`src/rtl/shmbox_pkg.sv`:
```
package shmbox_pkg;

    localparam int BUS_AW    = 16;
    localparam int BUS_DW    = 32;
    localparam int PAGE_W    = 4;
    localparam int OFS_W     = 12;
    localparam int MAX_MBOX  = 8;
    localparam int STAT_W    = 2 * MAX_MBOX;
    localparam int FULL_POS  = BUS_DW - 1;

    localparam logic [OFS_W-1:0] OFS_MB_DATA = 12'h000;
    localparam logic [OFS_W-1:0] OFS_MB_FIE  = 12'h004;
    localparam logic [OFS_W-1:0] OFS_MB_EIE  = 12'h008;
    localparam logic [OFS_W-1:0] OFS_STATUS  = 12'h304;
    localparam logic [OFS_W-1:0] OFS_DIM     = 12'h380;
    localparam logic [3:0]       EN_PAGE_HI  = 4'h1;

    typedef enum logic [1:0] {
        TGT_NONE   = 2'd0,
        TGT_COMMON = 2'd1,
        TGT_MBOX   = 2'd2
    } tgt_e;

    typedef struct packed {
        tgt_e             tgt;
        logic [2:0]       mb_idx;
        logic [OFS_W-1:0] ofs;
        logic             en_hit;
        logic [5:0]       en_idx;
    } dec_t;

    function automatic logic [BUS_DW-1:0] dim_word(input int n_mb, input int n_ss,
                                                   input int n_as, input int n_db,
                                                   input int n_si);
        logic [BUS_DW-1:0] w;
        w        = '0;
        w[3:0]   = 4'(n_mb);
        w[7:4]   = 4'(n_ss);
        w[11:8]  = 4'(n_as);
        w[15:12] = 4'(n_db);
        w[19:16] = 4'(n_si);
        return w;
    endfunction

endpackage

```
`src/rtl/shmbox_decode.sv`:
```
module shmbox_decode
    import shmbox_pkg::*;
#(
    parameter int NUM_MBOX  = 8,
    parameter int NUM_SHINT = 4
) (
    input  logic [BUS_AW-1:0] addr,
    output dec_t              dec
);
    logic [PAGE_W-1:0] page;
    logic [OFS_W-1:0]  ofs;

    assign page = addr[BUS_AW-1 -: PAGE_W];
    assign ofs  = addr[OFS_W-1:0];

    always_comb begin
        dec        = '0;
        dec.ofs    = ofs;
        dec.tgt    = TGT_NONE;
        dec.mb_idx = '0;
        if (page == '0) begin
            dec.tgt = TGT_COMMON;
        end else if (int'(page) <= NUM_MBOX) begin
            dec.tgt    = TGT_MBOX;
            dec.mb_idx = 3'(page - 1'b1);
        end
        dec.en_idx = ofs[7:2];
        dec.en_hit = (ofs[11:8] == EN_PAGE_HI) && (ofs[1:0] == 2'b00)
                     && (int'(ofs[7:2]) < NUM_SHINT);
    end
endmodule

```
`src/rtl/shmbox_slot.sv`:
```
module shmbox_slot
    import shmbox_pkg::*;
#(
    parameter bit HAS_IE = 1'b1
) (
    input  logic              clk,
    input  logic              rst,
    input  logic              wr_data,
    input  logic              wr_fie,
    input  logic              wr_eie,
    input  logic [BUS_DW-1:0] wdata,
    output logic [BUS_DW-1:0] data_q,
    output logic              fie_rd,
    output logic              eie_rd,
    output logic              empty_cond,
    output logic              full_cond
);
    logic full_gate;
    logic empty_gate;

    always_ff @(posedge clk) begin
        if (rst)          data_q <= '0;
        else if (wr_data) data_q <= wdata;
    end

    generate
        if (HAS_IE) begin : g_ie
            logic fie_q;
            logic eie_q;
            always_ff @(posedge clk) begin
                if (rst) begin
                    fie_q <= 1'b0;
                    eie_q <= 1'b0;
                end else begin
                    if (wr_fie) fie_q <= wdata[0];
                    if (wr_eie) eie_q <= wdata[0];
                end
            end
            assign full_gate  = fie_q;
            assign empty_gate = eie_q;
            assign fie_rd     = fie_q;
            assign eie_rd     = eie_q;
        end else begin : g_no_ie
            assign full_gate  = 1'b1;
            assign empty_gate = 1'b1;
            assign fie_rd     = 1'b0;
            assign eie_rd     = 1'b0;
        end
    endgenerate

    assign full_cond  = data_q[FULL_POS] & full_gate;
    assign empty_cond = ~data_q[FULL_POS] & empty_gate;
endmodule

```
`src/rtl/shmbox_irq_agg.sv`:
```
module shmbox_irq_agg
    import shmbox_pkg::*;
#(
    parameter int NUM_SHINT = 4
) (
    input  logic                              clk,
    input  logic                              rst,
    input  logic [NUM_SHINT-1:0]              en_wr,
    input  logic [STAT_W-1:0]                 wmask,
    input  logic [STAT_W-1:0]                 status,
    output logic [NUM_SHINT-1:0][STAT_W-1:0]  en_q,
    output logic [NUM_SHINT-1:0]              irq_out
);
    genvar x;
    generate
        for (x = 0; x < NUM_SHINT; x++) begin : g_line
            always_ff @(posedge clk) begin
                if (rst)           en_q[x] <= '0;
                else if (en_wr[x]) en_q[x] <= wmask;
            end
            assign irq_out[x] = |(status & en_q[x]);
        end
    endgenerate
endmodule

```
`src/rtl/shmbox_bank.sv`:
```
module shmbox_bank
    import shmbox_pkg::*;
#(
    parameter int NUM_MBOX  = 8,
    parameter int NUM_SHINT = 4,
    parameter int NUM_SS    = 0,
    parameter int NUM_AS    = 0,
    parameter int NUM_DB    = 0,
    parameter bit HAS_IE    = 1'b1
) (
    input  logic                 clk,
    input  logic                 rst,
    input  logic                 bus_sel,
    input  logic                 bus_we,
    input  logic [15:0]          bus_addr,
    input  logic [31:0]          bus_wdata,
    output logic [31:0]          bus_rdata,
    output logic                 bus_rvalid,
    output logic [NUM_SHINT-1:0] irq_out
);
    localparam logic [BUS_DW-1:0] DIM_VAL =
        dim_word(NUM_MBOX, NUM_SS, NUM_AS, NUM_DB, NUM_SHINT);

    dec_t                              dec;
    logic                              wr_go;
    logic                              rd_go;
    logic [NUM_MBOX-1:0]               wr_data;
    logic [NUM_MBOX-1:0]               wr_fie;
    logic [NUM_MBOX-1:0]               wr_eie;
    logic [NUM_MBOX-1:0][BUS_DW-1:0]   mb_data;
    logic [NUM_MBOX-1:0]               mb_fie;
    logic [NUM_MBOX-1:0]               mb_eie;
    logic [NUM_MBOX-1:0]               mb_empty;
    logic [NUM_MBOX-1:0]               mb_full;
    logic [STAT_W-1:0]                 status;
    logic [NUM_SHINT-1:0]              en_wr;
    logic [NUM_SHINT-1:0][STAT_W-1:0]  en_q;
    logic [BUS_DW-1:0]                 rd_next;

    assign wr_go = bus_sel & bus_we;
    assign rd_go = bus_sel & ~bus_we;

    shmbox_decode #(
        .NUM_MBOX  (NUM_MBOX),
        .NUM_SHINT (NUM_SHINT)
    ) u_decode (
        .addr (bus_addr),
        .dec  (dec)
    );

    genvar i;
    generate
        for (i = 0; i < NUM_MBOX; i++) begin : g_mb
            logic hit;
            assign hit        = wr_go && (dec.tgt == TGT_MBOX) && (int'(dec.mb_idx) == i);
            assign wr_data[i] = hit && (dec.ofs == OFS_MB_DATA);
            assign wr_fie[i]  = hit && (dec.ofs == OFS_MB_FIE);
            assign wr_eie[i]  = hit && (dec.ofs == OFS_MB_EIE);

            shmbox_slot #(.HAS_IE(HAS_IE)) u_slot (
                .clk        (clk),
                .rst        (rst),
                .wr_data    (wr_data[i]),
                .wr_fie     (wr_fie[i]),
                .wr_eie     (wr_eie[i]),
                .wdata      (bus_wdata),
                .data_q     (mb_data[i]),
                .fie_rd     (mb_fie[i]),
                .eie_rd     (mb_eie[i]),
                .empty_cond (mb_empty[i]),
                .full_cond  (mb_full[i])
            );
        end
    endgenerate

    always_comb begin
        status = '0;
        for (int k = 0; k < NUM_MBOX; k++) begin
            status[k]            = mb_empty[k];
            status[MAX_MBOX + k] = mb_full[k];
        end
    end

    always_comb begin
        en_wr = '0;
        for (int x = 0; x < NUM_SHINT; x++)
            en_wr[x] = wr_go && (dec.tgt == TGT_COMMON) && dec.en_hit
                       && (int'(dec.en_idx) == x);
    end

    shmbox_irq_agg #(.NUM_SHINT(NUM_SHINT)) u_irq (
        .clk     (clk),
        .rst     (rst),
        .en_wr   (en_wr),
        .wmask   (bus_wdata[STAT_W-1:0]),
        .status  (status),
        .en_q    (en_q),
        .irq_out (irq_out)
    );

    always_comb begin
        rd_next = '0;
        case (dec.tgt)
            TGT_COMMON: begin
                if (dec.ofs == OFS_STATUS)
                    rd_next = BUS_DW'(status);
                else if (dec.ofs == OFS_DIM)
                    rd_next = DIM_VAL;
                else if (dec.en_hit)
                    for (int x = 0; x < NUM_SHINT; x++)
                        if (int'(dec.en_idx) == x) rd_next = BUS_DW'(en_q[x]);
            end
            TGT_MBOX: begin
                for (int k = 0; k < NUM_MBOX; k++) begin
                    if (int'(dec.mb_idx) == k) begin
                        if (dec.ofs == OFS_MB_DATA)     rd_next = mb_data[k];
                        else if (dec.ofs == OFS_MB_FIE) rd_next = BUS_DW'(mb_fie[k]);
                        else if (dec.ofs == OFS_MB_EIE) rd_next = BUS_DW'(mb_eie[k]);
                    end
                end
            end
            default: rd_next = '0;
        endcase
    end

    always_ff @(posedge clk) begin
        if (rst) begin
            bus_rdata  <= '0;
            bus_rvalid <= 1'b0;
        end else begin
            bus_rvalid <= rd_go;
            bus_rdata  <= rd_go ? rd_next : '0;
        end
    end
endmodule

```
`config.mk`:
```
export PLATFORM = sky130hd
export DESIGN_NAME = shmbox_bank
export DESIGN_NICKNAME = d
export VERILOG_FILES = /design/src/rtl/shmbox_pkg.sv /design/src/rtl/shmbox_decode.sv /design/src/rtl/shmbox_slot.sv /design/src/rtl/shmbox_irq_agg.sv /design/src/rtl/shmbox_bank.sv
export SDC_FILE = /design/constraint.sdc
export NUM_CORES = 1
export LEC_CHECK = 0
export ABC_AREA = 1
export BUFFER_PORTS_ARGS = -buffer_cell sky130_fd_sc_hd__buf_2
export CAP_MARGIN = 5
export CORE_MARGIN = 8
export CORE_UTILIZATION = 45
export CTS_BUF_LIST = sky130_fd_sc_hd__clkbuf_8
export CTS_CLUSTER_SIZE = 30
export DETAILED_ROUTE_END_ITERATION = 16
export MAX_ROUTING_LAYER = met4
export SLEW_MARGIN = 20
export SYNTH_ARGS = -nofsm -noshare
export SYNTH_HDL_FRONTEND = slang
export SYNTH_HIERARCHICAL = 1
export SYNTH_SLANG_ARGS = --single-unit
```
`constraint.sdc`:
```
create_clock -name clk -period 6.35 [get_ports clk]
set_input_delay 0.3175 -clock clk [delete_from_list [all_inputs] [get_ports clk]]
set_output_delay 0.3175 -clock clk [all_outputs]
set_load 0.005 [all_outputs]
```
==> summary.md, run 1 <==
| Metric | Value |
|---|---|
| Status | `finished, final reports clean` |
| Synth async-reset ratio | `0%` |
| Multi-input combinational cell area | `9560 sq um` |
| DIE AREA | `51100 sq um` |
| RSZ-0062 raised after global routing | `no` |
| Reg-to-reg endpoint | `bus_rdata[0]$_SDFF_PP0_` |
| Setup CP Type | `in -> reg` |
| Peak Freq | `270 MHz` |
| Sequential fraction of the synthesis area | `37.2%` |
| Drt total wl | `61500 microns` |
| CTS tree | `done` |
| Setup Skew | `0.0180 ns` |
| DIE HEIGHT | `226 microns` |
| Hold Crit Depth | `5` |
| Internal power | `3.66 mW` |
| Total CTS buffers | `68` |
| FF-to-FF setup slack | `4.55 ns` |
| Die Width | `226 microns` |
| Final Hold Viols | `0` |
| Static leakage | `9.45 nW` |
| Rel. slew slack | `31.8%` |
| Share of cells above drive strength 1 | `18.8%` |
| Final min period | `3.71 ns` |
| Worst Hold Endpoint | `g_mb[6].u_slot/data_q[19]$_SDFFE_PP0P_` |
| Setup TNS Final | `0 ns` |
| Layout Cells excl Fill | `3622` |
| Power Density | `235 nW/um^2` |
| Worst r2r path cells | `17` |
| Starting density of the core | `45.2%` |
| Gr ovfl total | `0` |
| Worst setup SP type | `primary input` |
| CTS H-tree lvls | `3` |
| Area Overhead vs Synth | `6.61%` |
| Switching Power | `1.31 mW` |
| Hold Startpoint | `bus_wdata[19]` |
| DR vias/cell | `5.00` |
| Initial antenna violation count | `1` |
| Count of different cell masters after synthesis | `42` |
| Clk pwr share | `45.4%` |
| Comb pwr share | `8.1%` |
| Peak supply drop | `0.130 mV` |
| Post-route DRC | `0` |
| Layout fillers | `4526` |
| Worst skew pair latency | `0.63 ns` |
| Largest net degree at the start of global routing | `65` |
| Net Sw Frac | `26.4%` |
| DR WL/cell | `17.0 microns` |
| Worst-path clk slew | `0.06 ns` |
| Final setup viols | `0` |
| Nets@finish | `3041` |
| Sequential share of power | `46.6%` |
| Post-layout util | `48.2%` |
| IO Pins | `89` |
| Post-route total power | `4.98 mW` |
| Vias in the first global route | `17.3k` |
| Worst Hold Class | `in -> reg` |
| Post-CTS sizing | `0` |
| Flops & latches, synth | `369` |
| CORE AREA | `43900 sq um` |
| Synthesized area | `19900 sq um` |
| First-pass GRT wire length | `96000 microns` |
| Worst EP required | `6.86 ns` |
| Overall routing resource usage | `24.6%` |
| Seq. cell area | `7390 sq um` |
| Final setup margin | `2.64 ns` |
| Synth warn | `6` |
| Ys flop type | `dfxtp_1` |
| Std-Cell Rows | `77` |
| HPWL Detailed | `41100 microns` |
| Peak fanout along the critical path | `39` |
| Vias | `18.1k` |
| Syn Area/Cell | `6.70 sq um` |
| Clk sinks | `369` |
| Post-synth EDFFs | `0` |
| CTS Buffer Depth | `3` |
| Synth Instances | `2966` |
| Crit path arrival time | `4.22 ns` |
| Actual slew at the worst max-slew pin | `1.02 ns` |
| R2r startpoint | `g_mb[0].u_slot/eie_rd$_SDFFE_PP0P_` |
| Period utilization | `58.4%` |
| Max_cap viols | `0` |
| Final Max Tran Viols | `0` |
| Starting DRT DRC Count | `1451` |
| Critical Path End Type | `register` |
| Drt pass-1 iters | `5` |
| Dpl ws | `2.06 ns` |
| Dpl cells | `3505` |
| Routability Congestion | `0.943` |
| Root buf cell | `clkbuf_8` |
| Mapped Nets | `3022` |
| Antenna Nets Post-Route | `0` |
| Port bufs | `88` |
state kept, by name, indices dropped and copies added, names as in the netlist:
signal	count
g_mb.u_slot/fie_rd	8
g_mb.u_slot/data_q	256
bus_rdata	32
bus_rvalid	1
u_irq/en_q	64
g_mb.u_slot/eie_rd	8
synthesized netlist by cell type, types with 12 or more instances:
library cell | count | share of area (%)
nor2_2 | 172 | 5.4
nand2_2 | 110 | 3.5
clkbuf_1 | 18 | 0.34
a21oi_1 | 77 | 1.9
nand4_1 | 13 | 0.41
o211ai_1 | 57 | 2.2
o221ai_1 | 22 | 0.97
nand2_1 | 893 | 17
inv_1 | 363 | 6.9
buf_12 | 12 | 1.2
dfxtp_1 | 369 | 37
buf_2 | 28 | 0.71
a21oi_2 | 40 | 1.8
inv_2 | 20 | 0.38
nand3_1 | 78 | 2.0
buf_4 | 43 | 1.6
o2111ai_1 | 13 | 0.57
o21ai_1 | 28 | 0.71
nor2_1 | 452 | 8.5
o21ai_0 | 37 | 0.93
buf_6 | 52 | 2.9
per-layer routing:
layer  routed length [microns]  global-route usage [%]
met1                     25200                    28.1
met2                     30000                    42.2
met3                      3350                    3.82
met4                      2930                    11.4
met5                         0                       -
area by class of cell:
class | count | area share [%]
inverter | 388 | 7.02
sequential | 369 | 34.9
multi-input combinational | 2042 | 45.2
timing repair buffer | 116 | 3.11
antenna | 1 | 0.0118
clock buffer | 86 | 5.59
tap | 592 | 3.50
clock inverter | 28 | 0.715
critical path: stages:
cell and delay, ns:
buf_2 0.11, inv_1 0.07, ha_1 0.19, nand2_1 0.06
nand2_1 0.07, nand2_2 0.07, nor2_1 0.60, inv_2 0.13
nor2_2 0.15, nand2_1 0.08, buf_4 0.28, inv_2 0.34
nand2_1 0.28, nor2_4 0.81, buf_4 0.42, nand2_1 0.10
nand2_1 0.08, nor2_2 0.04
metrics by stage:
stage | hold WS (ns) | cell area [sq um]
after global routing | 0.0797 | 21200
after global placement | 0.451 | 19800
after floorplan | 0.393 | 19900
after detailed placement | 0.457 | 19800
final | 0.100 | 21200
after CTS | 0.0509 | 21200
power groups by stage:
stage | logic [mW] | registers, mW | clock network (mW)
2_1_floorplan | 0.252 | 2.37 | 0
3_3_place_gp | 0.395 | 2.37 | 0
3_5_place_dp | 0.400 | 2.37 | 0
4_1_cts | 0.402 | 2.32 | 2.31
5_1_grt | 0.436 | 2.31 | 2.42
6_report | 0.402 | 2.32 | 2.26
layout by cell type (no fill, tap or decap), types with 13 or more instances in the layout:
master and instances:
nor2_1 445, nand4_1 13, o2111ai_1 13, buf_4 27
a21oi_2 40, nand3_1 78, inv_2 20, nor2_2 172
o21ai_1 28, o21ai_0 37, o211ai_1 57, o221ai_1 22
nand2_2 110, a21oi_1 77, buf_2 87, nand2_1 893
clkbuf_8 86, dfxtp_1 369, inv_1 384
what timing repair did:
item,4_1_cts,5_1_grt
hold buffers,2,0
endpoints found under the setup margin,0,0
endpoints found under the hold margin,1,0
buffers inserted,0,0
worst max path at each step:
stage / from / to / cells past startpoint / slack [ns]
6_report: bus_addr[12] / g_mb[6].u_slot/data_q[5]$_SDFFE_PP0P_ / 18 / 2.64
3_3_place_gp: bus_addr[12] / g_mb[6].u_slot/data_q[0]$_SDFFE_PP0P_ / 18 / 2.15
5_1_grt: bus_addr[12] / g_mb[6].u_slot/data_q[5]$_SDFFE_PP0P_ / 18 / 2.38
4_1_cts: bus_addr[12] / g_mb[6].u_slot/data_q[5]$_SDFFE_PP0P_ / 18 / 2.70
2_1_floorplan: bus_addr[12] / g_mb[7].u_slot/data_q[20]$_SDFFE_PP0P_ / 16 / 3.70
3_5_place_dp: bus_addr[12] / g_mb[6].u_slot/data_q[5]$_SDFFE_PP0P_ / 18 / 2.06
kinds of logic (layout without fill, tap and decap cells):
kind of cell    count (synthesis)  in the layout  share of synthesized area, %
fa+ha+maj                       4              4                         0.252
simple gates                 1743           1743                          37.6
compound gates                294            294                          9.88
flops                         369            369                          37.2
other cells                     0              1                             0
xor+xnor                        1              1                        0.0441
buf+inv                       555            618                          15.0
Power figures use the tool's default switching activity.
==> run 2: changes to the inputs <==
==> constraint.sdc (replaced) <==
create_clock -name clk -period 3.7 [get_ports clk]
set_input_delay 0.185 -clock clk [delete_from_list [all_inputs] [get_ports clk]]
set_output_delay 0.185 -clock clk [all_outputs]
set_load 0.005 [all_outputs]
==> run 2 against run 1 <==
Effect of this change: clock-buffer cell count increased by 1; highest routed layer unchanged; critical path type unchanged; cell count increased by 1.5%; wire length grew 6.7%; critical endpoint is now bus_rdata[2]$_SDFF_PP0_; combinational power grew 78%; clock power grew 82%; worst hold slack got worse by 0.061 ns; clock skew up 0.0054 ns; first-iteration DRC count shrank 0.14%; largest cell class unchanged.
==> summary.md, run 2 (synthesis gave the netlist of run 1 again) <==
| Metric | Value |
|---|---|
| Setup TNS Final | `0 ns` |
| Setup Skew | `0.0234 ns` |
| Status | `finished, final reports clean` |
| Critical-path top delay cell | `nor2_1` |
| Actual slew at the worst max-slew pin | `0.841 ns` |
| Worst r2r path cells | `9` |
| Worst EP required | `4.18 ns` |
| Max reg flops | `256` |
| Worst setup SP type | `primary input` |
| Post-route total power | `8.80 mW` |
| Starting DRT DRC Count | `1449` |
| Hold Crit Depth | `3` |
| Vias | `18.5k` |
| Clk sinks | `369` |
| Vias in the first global route | `17.8k` |
| Std-Cell Rows | `77` |
| Area Overhead vs Synth | `9.68%` |
| Die Width | `226 microns` |
| Port bufs | `88` |
| Overall routing resource usage | `26.3%` |
| Inserted Diodes | `0` |
| Static leakage | `9.74 nW` |
| CTS Buffer Depth | `3` |
| Worst skew pair latency | `0.65 ns` |
| Routability Congestion | `0.950` |
| Max_cap viols | `0` |
| CORE AREA | `43900 sq um` |
| Hold Startpoint | `bus_wdata[13]` |
| RSZ-0062 raised after global routing | `no` |
| Cell mode on critical path | `nand2_1` |
| Gr ovfl total | `0` |
| Final min period | `2.75 ns` |
| Power Density | `404 nW/um^2` |
| Cells along the critical path | `buf_2 > inv_1 > ha_1 > nand2_1 > nand2_1 > nand2_2 > nor2_1 > inv_2 > nand2_2 > buf_4 > nand3_1 > o211ai_1 > nand3_1 > o21ai_1 > nand2_1 > o211ai_1 > nand2_1 > o2111ai_1 > nand2_1` |
| Period utilization | `74.3%` |
| DIE HEIGHT | `226 microns` |
| DR WL/cell | `17.8 microns` |
| Most common cell after layout, fill and taps aside | `nand2_1` |
| IO Pins | `89` |
| Drt pass-1 iters | `5` |
| Post-route DRC | `0` |
| Worst Hold Class | `in -> reg` |
| Most frequent cells in the layout | `nand2_1 (893), nor2_1 (445), inv_1 (385)` |
| Share of cells above drive strength 1 | `19.5%` |
| Final setup viols | `0` |
| Worst-path clk slew | `0.06 ns` |
| Antenna Nets Post-Route | `0` |
| Seq. cell area | `7390 sq um` |
| Peak Freq | `364 MHz` |
| Peak fanout along the critical path | `27` |
| Multi-input combinational cell area | `9560 sq um` |
| Layout fillers | `4584` |
| HPWL Detailed | `44200 microns` |
| CTS H-tree lvls | `3` |
| Root buf cell | `clkbuf_8` |
| DR vias/cell | `5.02` |
| Critical Path End Type | `register` |
| Final Hold Viols | `0` |
| DIE AREA | `51100 sq um` |
| Worst Hold Endpoint | `u_irq/en_q[13]$_SDFFE_PP0P_` |
| Setup CP Type | `in -> reg` |
| Crit. Startpoint | `bus_addr[13]` |
| Critical Path Max Stage Delay | `0.45 ns` |
| Largest net degree at the start of global routing | `65` |
| Nets@finish | `3089` |
| FF-to-FF setup slack | `1.97 ns` |
| Largest reg by FF count | `g_mb.u_slot/data_q` |
| Initial antenna violation count | `0` |
| First-pass GRT wire length | `101000 microns` |
| Drt total wl | `65600 microns` |
| Total CTS buffers | `69` |
| Crit path arrival time | `3.23 ns` |
| Rel. slew slack | `44.0%` |
| R2r startpoint | `g_mb[0].u_slot/data_q[6]$_SDFFE_PP0P_` |
| Final Max Tran Viols | `0` |
| Reg-to-reg endpoint | `bus_rdata[6]$_SDFF_PP0_` |
| CTS tree | `done` |
| Peak supply drop | `0.301 mV` |
| Biggest regs | `g_mb.u_slot/data_q: 256 flops, u_irq/en_q: 64 flops, bus_rdata: 32 flops` |
| Starting density of the core | `45.2%` |
| Hold_ws | `0.0387 ns` |
[run 2: area by class of cell]
cell class                 instances  share of cell area, %
clock inverter                    37                   1.07
clock buffer                      87                   5.50
tap                              592                   3.40
sequential                       369                   33.9
multi-input combinational       2042                   43.9
inverter                         388                   6.82
timing repair buffer             163                   5.39
[run 2: how the worst max path moves through the flow]
stage | to | slack, ns | depth (start not counted)
finish | bus_rdata[2]$_SDFF_PP0_ | 0.95 | 19
global route | bus_rdata[3]$_SDFF_PP0_ | 0.77 | 19
CTS | bus_rdata[2]$_SDFF_PP0_ | 1.05 | 19
detailed placement | bus_rdata[2]$_SDFF_PP0_ | 0.38 | 19
global placement | bus_rdata[2]$_SDFF_PP0_ | 0.40 | 19
floorplan | g_mb[7].u_slot/data_q[20]$_SDFFE_PP0P_ | 1.18 | 16
[run 2: layer usage]
layer / GRT usage, % / vias up / share of wire (%)
li1: - / 9144 / -
met1: 30.4 / 8637 / 42
met2: 44.1 / 533 / 48
met3: 3.91 / 166 / 4.8
met4: 13.7 / 0 / 5.2
met5: - / - / 0
[run 2: where the power goes]
group | switching (mW) | total [mW] | internal (mW)
clock network | 1.84 | 4.11 | 2.27
registers | 0.000105 | 3.97 | 3.97
logic | 0.517 | 0.715 | 0.198
[run 2: repair_timing]
action,CTS,global route
setup buffers,0,0
endpoints found under the hold margin,162,0
hold buffers,27,0
resized for setup,0,0
[run 2: per-stage QoR]
stage,util [%],cells,instance area (sq um),setup WS (ns)
3_5_place_dp,45.7,3527,20100,0.378
5_1_grt,49.6,3678,21800,0.771
6_report,49.6,3678,21800,0.952
4_1_cts,49.6,3678,21800,1.05
2_1_floorplan,-,2966,19900,1.18
3_3_place_gp,45.7,3527,20100,0.402
[run 2: critical path: cells and delay by family]
kind / cells / cell delay, ns
buffers and inverters: 4 / 0.76
adder cells (fa/ha/maj): 1 / 0.21
AND/OR/NAND/NOR: 10 / 1.57
AO/OA/AOI/OAI: 4 / 0.48
==> run 3: changes to the inputs <==
==> constraint.sdc (replaced) <==
create_clock -name clk -period 2.6 [get_ports clk]
set_input_delay 0.13 -clock clk [delete_from_list [all_inputs] [get_ports clk]]
set_output_delay 0.13 -clock clk [all_outputs]
set_load 0.005 [all_outputs]
==> run 3 against run 2 <==
Effect of this change: largest power group is now registers; sequential share of layout area shrank 1.2 points; final area is 3.6% higher; largest cell class unchanged; first-iteration DRC count down 3.9%; highest routed layer unchanged; combinational power grew 58%; critical path type unchanged; die area did not move.
==> summary.md, run 3 (synthesis gave the netlist of run 1 again) <==
| Metric | Value |
|---|---|
| Die Width | `226 microns` |
| Gr ovfl total | `0` |
| Drt pass-1 iters | `5` |
| Final min period | `2.42 ns` |
| Layout fillers | `4430` |
| CTS Buffer Depth | `3` |
| Post-route DRC | `0` |
| Critical-path top delay cell | `dlygate4sd3_1` |
| Layout Cells excl Fill | `3756` |
| Vias | `18.7k` |
| CTS H-tree lvls | `3` |
| Cell Area, Placed | `20900 sq um` |
| IO Pins | `89` |
| Root buf cell | `clkbuf_8` |
| Largest net degree at the start of global routing | `48` |
| Setup CP Type | `in -> reg` |
| Critical Path End Type | `register` |
| Std-Cell Rows | `77` |
| Vias in the first global route | `17.9k` |
| Hold Startpoint | `bus_wdata[13]` |
| Crit path arrival time | `2.95 ns` |
| Setup TNS Final | `0 ns` |
| Post-CTS setup buffers | `0` |
| Dpl cells | `3603` |
| Biggest regs | `g_mb.u_slot/data_q: 256 flops, u_irq/en_q: 64 flops, bus_rdata: 32 flops` |
| Worst EP required | `3.14 ns` |
| Overall routing resource usage | `25.8%` |
| Crit. Startpoint | `rst` |
| R2r startpoint | `g_mb[0].u_slot/data_q[13]$_SDFFE_PP0P_` |
| Cells along the critical path | `dlygate4sd3_1 > buf_4 > nor3_2 > dlygate4sd3_1 > inv_1 > nor2_2 > inv_1 > nor2_1 > inv_2 > nor2_4 > buf_4 > o21ai_0 > a21oi_1` |
| Antenna Nets Post-Route | `0` |
| Actual slew at the worst max-slew pin | `0.736 ns` |
| Largest reg by FF count | `g_mb.u_slot/data_q` |
| Initial antenna violation count | `1` |
| Clk sinks | `369` |
| Most frequent cells in the layout | `nand2_1 (893), nor2_1 (445), inv_1 (388)` |
| Peak fanout along the critical path | `14` |
| Nets@finish | `3170` |
| Dpl ws | `-0.153 ns` |
| Fin area | `22600 sq um` |
| Share of cells above drive strength 1 | `21.2%` |
| Total CTS buffers | `68` |
| Static leakage | `10.2 nW` |
| Starting density of the core | `45.2%` |
| Setup Skew | `0.0315 ns` |
| Most common cell after layout, fill and taps aside | `nand2_1` |
| Final Max Tran Viols | `0` |
| CTS tree | `done` |
| Hold_ws | `0.0446 ns` |
| Starting DRT DRC Count | `1393` |
| DR vias/cell | `4.97` |
| Drt total wl | `64500 microns` |
| First-pass GRT wire length | `100000 microns` |
| Worst-path clk slew | `0.05 ns` |
| Power Density | `549 nW/um^2` |
| RSZ-0062 raised after global routing | `no` |
| Final setup viols | `0` |
| Final Hold Viols | `0` |
| Period utilization | `92.9%` |
| DIE HEIGHT | `226 microns` |
| HPWL Detailed | `45200 microns` |
| Worst setup SP type | `primary input` |
| Max reg flops | `256` |
| Routability Congestion | `0.971` |
| Peak Freq | `414 MHz` |
| Worst skew pair latency | `0.65 ns` |
| Status | `finished, final reports clean` |
| DR WL/cell | `17.2 microns` |
| Max_cap viols | `0` |
| Worst Hold Class | `in -> reg` |
| DIE AREA | `51100 sq um` |
| Rel. slew slack | `50.8%` |
| Peak supply drop | `0.400 mV` |
| Final setup margin | `0.184 ns` |
| Port bufs | `88` |
| Critical Path Max Stage Delay | `0.64 ns` |
| CORE AREA | `43900 sq um` |
| Area Overhead vs Synth | `13.7%` |
[run 3: per-stage QoR]
step | utilization [%] | power [mW]
2_1_floorplan | - | 6.39
3_3_place_gp | 47.5 | 6.85
3_5_place_dp | 47.5 | 6.87
4_1_cts | 51.4 | 12.5
5_1_grt | 51.4 | 12.9
6_report | 51.4 | 12.4
[run 3: worst max-delay path: cells and delay by family]
family / cells / cell delay, ns
buffers and inverters: 7 / 1.83
AOI/OAI and AO/OA: 2 / 0.30
and+or+nand+nor: 4 / 0.67
[run 3: power by group]
part | internal [mW] | total, mW | switching [mW] | leakage [nW]
Clock | 3.08 | 5.60 | 2.52 | 0.796
Combinational | 0.381 | 1.13 | 0.754 | 6.42
Sequential | 5.66 | 5.66 | 0.000124 | 2.97
[run 3: path summary, 6_finish.rpt]
check	to	slack, ns	cells after the start
worst max-delay path	bus_rdata[25]$_SDFF_PP0_	0.18	13
worst min-delay path	u_irq/en_q[45]$_SDFFE_PP0P_	0.04	3
worst max register to register	bus_rdata[13]$_SDFF_PP0_	0.92	6
worst min register to register	g_mb[7].u_slot/data_q[28]$_SDFFE_PP0P_	0.47	2
[run 3: layer usage]
metal / share of wire, % / GRT usage (%) / wire length, microns / up-vias
met5: 0 / - / 0 / -
met4: 5.5 / 13.1 / 3580 / 0
met3: 5.0 / 4.21 / 3260 / 200
met2: 49 / 44.1 / 31400 / 555
met1: 41 / 29.0 / 26300 / 8607
li1: - / - / - / 9309
[run 3: what timing repair did]
item,4_1_cts,5_1_grt
hold buffers,33,0
resized for setup,0,0
hold endpoints to repair,241,0
[run 3: final cells by class]
cell class              count  area, sq um  area share [%]
well taps                 592          741            3.28
diodes                      1         2.50          0.0111
clock buffers              87         1200            5.30
inverters                 388         1490            6.59
flip-flops and latches    369         7390            32.7
clock inverters            32          154           0.682
multi-input cells        2042         9560            42.4
repair buffers            245         2040            9.05
